===== src/rtl/mpl_pkg.sv =====
package mpl_pkg;

  localparam int NPINS = 3;

  typedef logic [2:0] pin2_cfg_t;

  // Configuration values under which a pin-2 change disturbs the loop.
  function automatic logic pin2_relocks(input pin2_cfg_t cfg);
    return (cfg == 3'd3) || (cfg == 3'd4) || (cfg == 3'd5) || (cfg == 3'd6);
  endfunction

endpackage


===== src/rtl/mpl_pin_filter.sv =====
module mpl_pin_filter #(
  parameter int DEB_CYC = 4
) (
  input  logic clk,
  input  logic rst_n,
  input  logic pin_i,
  output logic toggle_o
);
  localparam int DW = (DEB_CYC > 1) ? $clog2(DEB_CYC) : 1;

  logic         meta_q, sync_q, filt_q;
  logic [DW-1:0] run_q;

  always_ff @(posedge clk or negedge rst_n) begin
    if (!rst_n) begin
      meta_q   <= 1'b0;
      sync_q   <= 1'b0;
      filt_q   <= 1'b0;
      run_q    <= '0;
      toggle_o <= 1'b0;
    end else begin
      meta_q   <= pin_i;
      sync_q   <= meta_q;
      toggle_o <= 1'b0;
      if (sync_q == filt_q) begin
        run_q <= '0;
      end else if (run_q == DW'(DEB_CYC - 1)) begin
        filt_q   <= sync_q;
        run_q    <= '0;
        toggle_o <= 1'b1;
      end else begin
        run_q <= run_q + 1'b1;
      end
    end
  end

  // A debounced level only moves to a value the synchronizer has held.
  generate
    if (DEB_CYC >= 2) begin : g_chk
      assert_debounce_hold_R3: assert property (@(posedge clk) disable iff (!rst_n)
        toggle_o |-> ($past(sync_q) == filt_q) && ($past(sync_q, 2) == filt_q));
    end
  endgenerate

endmodule


===== src/rtl/mpl_ref_watch.sv =====
module mpl_ref_watch #(
  parameter int REF_TIMEOUT = 64
) (
  input  logic clk,
  input  logic rst_n,
  input  logic ref_edge_i,
  output logic ref_lost_o
);
  localparam int TW = $clog2(REF_TIMEOUT + 1);

  logic [TW-1:0] idle_q;

  always_ff @(posedge clk or negedge rst_n) begin
    if (!rst_n)                           idle_q <= '0;
    else if (ref_edge_i)                  idle_q <= '0;
    else if (idle_q != TW'(REF_TIMEOUT))  idle_q <= idle_q + 1'b1;
  end

  assign ref_lost_o = (idle_q == TW'(REF_TIMEOUT));

  assert_edge_clears_loss_R4: assert property (@(posedge clk) disable iff (!rst_n)
    ref_edge_i |=> !ref_lost_o);

endmodule


===== src/rtl/mpl_init_gate.sv =====
module mpl_init_gate #(
  parameter int INIT_TOGGLES = 3
) (
  input  logic clk,
  input  logic rst_n,
  input  logic field_prog_i,
  input  logic step_i,
  output logic done_o
);
  localparam int IW = $clog2(INIT_TOGGLES + 1);

  logic [IW-1:0] seen_q;

  always_ff @(posedge clk or negedge rst_n) begin
    if (!rst_n)                                   seen_q <= '0;
    else if (step_i && seen_q != IW'(INIT_TOGGLES)) seen_q <= seen_q + 1'b1;
  end

  assign done_o = !field_prog_i || (seen_q == IW'(INIT_TOGGLES));

  assert_count_monotone_R6: assert property (@(posedge clk) disable iff (!rst_n)
    seen_q >= $past(seen_q));

endmodule


===== src/rtl/mpl_lock_timer.sv =====
module mpl_lock_timer #(
  parameter int LOCK_CYC = 1000
) (
  input  logic clk,
  input  logic rst_n,
  input  logic trig_i,
  input  logic init_ok_i,
  output logic relock_o,
  output logic valid_o
);
  localparam int LW = $clog2(LOCK_CYC + 1);

  logic [LW-1:0] left_q;

  always_ff @(posedge clk or negedge rst_n) begin
    if (!rst_n) begin
      left_q   <= LW'(LOCK_CYC);
      relock_o <= 1'b0;
    end else begin
      relock_o <= trig_i;
      if (trig_i)             left_q <= LW'(LOCK_CYC);
      else if (left_q != '0)  left_q <= left_q - 1'b1;
    end
  end

  assign valid_o = init_ok_i && (left_q == '0);

  assert_trigger_drops_valid_R5: assert property (@(posedge clk) disable iff (!rst_n)
    trig_i |=> !valid_o);

endmodule


===== src/rtl/modepin_lock_seq.sv =====
module modepin_lock_seq
  import mpl_pkg::*;
#(
  parameter int DEB_CYC      = 4,
  parameter int REF_TIMEOUT  = 64,
  parameter int LOCK_CYC     = 1000,
  parameter int INIT_TOGGLES = 3
) (
  input  logic       clk,
  input  logic       rst_n,
  input  logic [2:0] mode_pin_i,
  input  logic [2:0] pin2_cfg_i,
  input  logic       field_prog_i,
  input  logic       ref_edge_i,
  output logic       relock_req_o,
  output logic       lock_valid_o,
  output logic       init_done_o
);

  logic [NPINS-1:0] tog;
  logic             ref_lost;
  logic             pin2_hit;
  logic             trig;

  generate
    for (genvar p = 0; p < NPINS; p++) begin : g_pin
      mpl_pin_filter #(.DEB_CYC(DEB_CYC)) u_filt (
        .clk      (clk),
        .rst_n    (rst_n),
        .pin_i    (mode_pin_i[p]),
        .toggle_o (tog[p])
      );
    end
  endgenerate

  mpl_ref_watch #(.REF_TIMEOUT(REF_TIMEOUT)) u_ref (
    .clk        (clk),
    .rst_n      (rst_n),
    .ref_edge_i (ref_edge_i),
    .ref_lost_o (ref_lost)
  );

  mpl_init_gate #(.INIT_TOGGLES(INIT_TOGGLES)) u_init (
    .clk          (clk),
    .rst_n        (rst_n),
    .field_prog_i (field_prog_i),
    .step_i       (tog[0] | tog[1]),
    .done_o       (init_done_o)
  );

  assign pin2_hit = tog[2] && pin2_relocks(pin2_cfg_i);
  assign trig     = tog[0] | tog[1] | pin2_hit | ref_lost;

  mpl_lock_timer #(.LOCK_CYC(LOCK_CYC)) u_lock (
    .clk       (clk),
    .rst_n     (rst_n),
    .trig_i    (trig),
    .init_ok_i (init_done_o),
    .relock_o  (relock_req_o),
    .valid_o   (lock_valid_o)
  );

  assert_valid_needs_init_R6: assert property (@(posedge clk) disable iff (!rst_n)
    lock_valid_o |-> init_done_o);

  assert_valid_falls_on_relock_R1: assert property (@(posedge clk) disable iff (!rst_n)
    $fell(lock_valid_o) |-> relock_req_o);

  assert_pin2_ignored_R2: assert property (@(posedge clk) disable iff (!rst_n)
    (tog[2] && !pin2_relocks(pin2_cfg_i) && !tog[0] && !tog[1] && !ref_lost) |=> !relock_req_o);

endmodule


===== config.mk =====
export PLATFORM = sky130hd
export DESIGN_NAME = modepin_lock_seq
export DESIGN_NICKNAME = d
export VERILOG_FILES = /design/src/rtl/mpl_pkg.sv /design/src/rtl/mpl_pin_filter.sv /design/src/rtl/mpl_ref_watch.sv /design/src/rtl/mpl_init_gate.sv /design/src/rtl/mpl_lock_timer.sv /design/src/rtl/modepin_lock_seq.sv
export SDC_FILE = /design/constraint.sdc
export NUM_CORES = 1
export LEC_CHECK = 0
export ABC_AREA = 0
export CORE_AREA = 2 2 67 82
export CTS_CLUSTER_SIZE = 30
export DETAILED_ROUTE_END_ITERATION = 8
export DIE_AREA = 0 0 69 84
export GPL_ROUTABILITY_DRIVEN = 0
export SETUP_SLACK_MARGIN = 0.02
export SKIP_CTS_REPAIR_TIMING = 1
export SYNTH_ARGS = -nofsm -noshare
export SYNTH_HDL_FRONTEND = slang
export SYNTH_SLANG_ARGS = --single-unit

===== constraint.sdc =====
create_clock -name clk -period 2.45 [get_ports clk]
set_clock_uncertainty 0.2 [all_clocks]
set_input_delay 0.49 -clock clk [delete_from_list [all_inputs] [get_ports clk]]
set_output_delay 0.49 -clock clk [all_outputs]
set_load 0.01 [all_outputs]

==> results of run 1 <==
-- synthesized netlist by cell type --
master / n / area (um^2)
dfrtp_1: 32 / 801
nor2_1: 14 / 52.6
ha_1: 7 / 87.6
nand2_1: 7 / 26.3
and2_1: 6 / 37.5
dfstp_2: 6 / 158
xor2_1: 6 / 52.6
inv_1: 5 / 18.8
xnor2_1: 5 / 43.8
a211o_1: 4 / 35.0
mux2_1: 4 / 45.0
nand3_1: 4 / 20.0
nor3b_1: 4 / 30.0
a21oi_1: 2 / 10.0
and3_1: 2 / 12.5
mux2i_1: 2 / 20.0
nand2b_1: 2 / 12.5
nor2b_1: 2 / 12.5
nor3_1: 2 / 10.0
a2111oi_2: 1 / 15.0
a211oi_1: 1 / 7.51
a211oi_2: 1 / 12.5
a21boi_0: 1 / 7.51
a21boi_1: 1 / 7.51
and3_4: 1 / 11.3
and3b_1: 1 / 8.76
clkinv_4: 1 / 8.76
nand3_2: 1 / 10.0
nand3b_1: 1 / 7.51
nand3b_2: 1 / 11.3
nand4b_1: 1 / 8.76
nor2_2: 1 / 6.26
nor3_2: 1 / 10.0
nor4_1: 1 / 6.26
nor4_2: 1 / 12.5
nor4b_2: 1 / 15.0
nor4b_4: 1 / 23.8
o211ai_1: 1 / 7.51
o21ai_1: 1 / 5.00
or2b_2: 1 / 8.76
-- final cells by class --
cell class	instances	area share [%]
Sequential cell	38	47.9
Multi-Input combinational cell	93	35.5
Timing Repair Buffer	15	6.62
Clock buffer	6	4.13
Tap cell	62	3.88
Inverter	6	1.37
Clock inverter	2	0.625
-- flip-flops by register name, summed over array words and instances (netlist names) --
| signal | count |
|---|---|
| u_lock.relock_o | 1 |
| u_init.seen_q | 2 |
| g_pin.u_filt.toggle_o | 3 |
| g_pin.u_filt.filt_q | 3 |
| u_ref.idle_q | 7 |
| g_pin.u_filt.run_q | 6 |
| g_pin.u_filt.meta_q | 3 |
| g_pin.u_filt.sync_q | 3 |
| u_lock.left_q | 10 |
-- stage by stage --
step                      hold slack, ns  TNS (ns)  power (W)
after global placement             0.132         0    0.00147
after CTS                          0.132    -0.233    0.00196
after floorplan                 -0.00559         0    0.00134
after global routing               0.159         0    0.00210
final                             0.0946         0    0.00193
after detailed placement           0.138         0    0.00152
-- cell families after synthesis --
kind of cell               count (synthesis)  synth area share, %
muxes                                      6                 3.83
DFF                                       38                 56.5
and+or+nand+nor                           56                 20.9
xor gates and xnor gates                  11                 5.68
buffers and inverters                      6                 1.62
adders and majority gates                  7                 5.16
AOI/OAI and AO/OA                         13                 6.34
-- layer usage --
| metal | vias up | wire length, um | track usage (%) |
|---|---|---|---|
| li1 | 516 | - | - |
| met1 | 491 | 1200 | 12.9 |
| met3 | 4 | 103 | 4.11 |
| met5 | - | 0 | 0 |
| met2 | 17 | 1400 | 18.5 |
| met4 | 0 | 40 | 4.28 |
-- power by group --
part           internal (W)  switching [W]  leakage (nW)
Clock              0.000226       0.000217        0.0472
Combinational      0.000283       0.000253         0.376
Sequential         0.000824       0.000131         0.469
-- layout by cell type, fill, tap and decap left out, types with 2 or more instances in the layout --
cell,instances
a211o_1,4
a21oi_1,2
and2_1,6
and3_1,2
buf_4,3
clkbuf_8,6
clkdlybuf4s50_1,10
dfrtp_1,32
dfstp_2,6
ha_1,7
inv_1,5
mux2_1,4
mux2i_1,2
nand2_1,7
nand2b_1,2
nand3_1,4
nor2_1,14
nor2b_1,2
nor3_1,2
nor3b_1,4
xnor2_1,5
xor2_1,6
-- critical path, stage by stage (launching register included) --
cell and delay [ns]:
dfrtp_1 0.40, inv_1 0.06, ha_1 0.17, nor4b_4 0.28
nand3_2 0.12, nor2b_1 0.13, clkbuf_2 0.13
-- final timing paths --
path,startpoint,endpoint,slack [ns],cells past startpoint
max,u_lock.left_q[1],lock_valid_o,0.18,6
min,rst_n,u_init.seen_q[0],0.09,1
max reg2reg,u_lock.left_q[2],u_lock.left_q[9],0.66,4
min reg2reg,g_pin[2].u_filt.meta_q,g_pin[2].u_filt.sync_q,0.15,0
max in group asynchronous,rst_n,g_pin[2].u_filt.meta_q,1.44,1
min in group clk,g_pin[2].u_filt.meta_q,g_pin[2].u_filt.sync_q,0.15,0
==> results by group, run 1 <==
Route
  • First DRT Iteration DRCs: 53
  • Final WL: 2740 um
  • Vias/cell: 4.63
  • Count of vias placed by the detailed router: roughly 1000
  • Count of nets left with antenna violations after detail routing: 0
  • Final routed DRC violation total: 0
  • Pre-Repair DR Iteration Count: 3
  • Average wire length per cell after detail routing: between 10 and 15 um

Outcome
  • Outcome: finished clean

Die
  • Horizontal extent of the die: a little under 70 um
  • Num ports: 13
  • Core region area: 5080 um^2
  • Initial Util: 33.4%
  • Die Y: 84 um
  • Die outline area: 5800 um^2
  • Site row count: 29

Clocking
  • Number of CTS-inserted buffers: 5
  • Clock sink count: 38
  • Clk buf depth: 2
  • Root buffer cell: clkbuf_8
  • Later-pin clock latency in the skew report: slightly below 0.3 ns
  • CTS tree: built
  • Number of levels in the clock H-tree: 2
  • Clock transition time at the flip-flop clock pins of the worst setup and hold paths: 0.07 ns

Final layout
  • Area used by multi-input combinational logic: 711 um^2
  • Fill cells: ~500
  • Final instance area: 2000 um^2
  • Layout cells sized above 1: 19.4%
  • Growth of design area from synthesis to finish: 18.0%
  • Number of nets in the layout: 176
  • Number of antenna diodes: 0
  • Sequential cell area: 958 um^2
  • Fin cells: 222
  • Final core utilization: about 39%

Synth
  • Area of the mapped netlist: 1700 um^2
  • Part of the Yosys area used for sequential elements: 56.5%
  • Syn Nets: 154
  • Post-synthesis instance total: 137
  • Yosys warning count: 0
  • Total of flip-flops plus latches after synthesis: 38
  • Count of unique library cells instantiated by Yosys: 40
  • Avg Cell Area, Syn: 12.4 um^2

Flow run
  • Max capacitance violation total: 0

Setup path
  • Max FO, Critical Path: 4
  • Critical path endpoint category: output pin
  • Worst endpoint required time: 1.76 ns
  • Startpoint types: flop
  • Critical path type: flop to output pin
  • Worst endpoint data arrival time: 1.58 ns

Timing
  • Setup repair after global routing missed its margin: no
  • Worst-Margin Slew: 0.819 ns
  • Final Cycle Share: 92.6%
  • Number of hold violations in the final report: 0
  • Worst slew margin: around 45%
  • Number of setup violations in the final report: 0
  • Final worst-path setup slack: 0.182 ns
  • Slew Limit Fails: 0
  • Crit path time final: ~2.3 ns
  • Fmax: 0.441 GHz

Placed design
  • Port-buffer cells: 12
  • Post-placement setup slack: 0.0952 ns
  • Number of cells after detailed placement: roughly 210
  • Placement-stage cell area: 1910 um^2
  • Detailed-placement wirelength estimate: between 2000 and 2500 um

Pwr
  • Worst vdd ir: 0.437 mV
  • Ratio of total power to cell area: 966 nW/um^2
  • Reported leakage power: approximately 0.89 nW

Global route
  • Global-route usage over all layers: 11.1%
  • Maximum number of pins on one net before global-route repair: 39
  • Vias in the first global route: 1121
  • Overflow left after global routing: 0
  • Initial antenna violation count: 0
  • Wire length of the first global-routing pass: 5020 um

Worst hold path
  • Worst min-delay path class: input port to asynchronous set/reset pin
No activity file was read; power rests on OpenSTA's default activity.
==> inputs of run 2 (changes only) <==
CAP_MARGIN = 20   (was not set)
CTS_CLUSTER_SIZE = 12   (was 30)
==> results of run 2 <==
Final layout, timing and power as in run 1 (identical DEF).
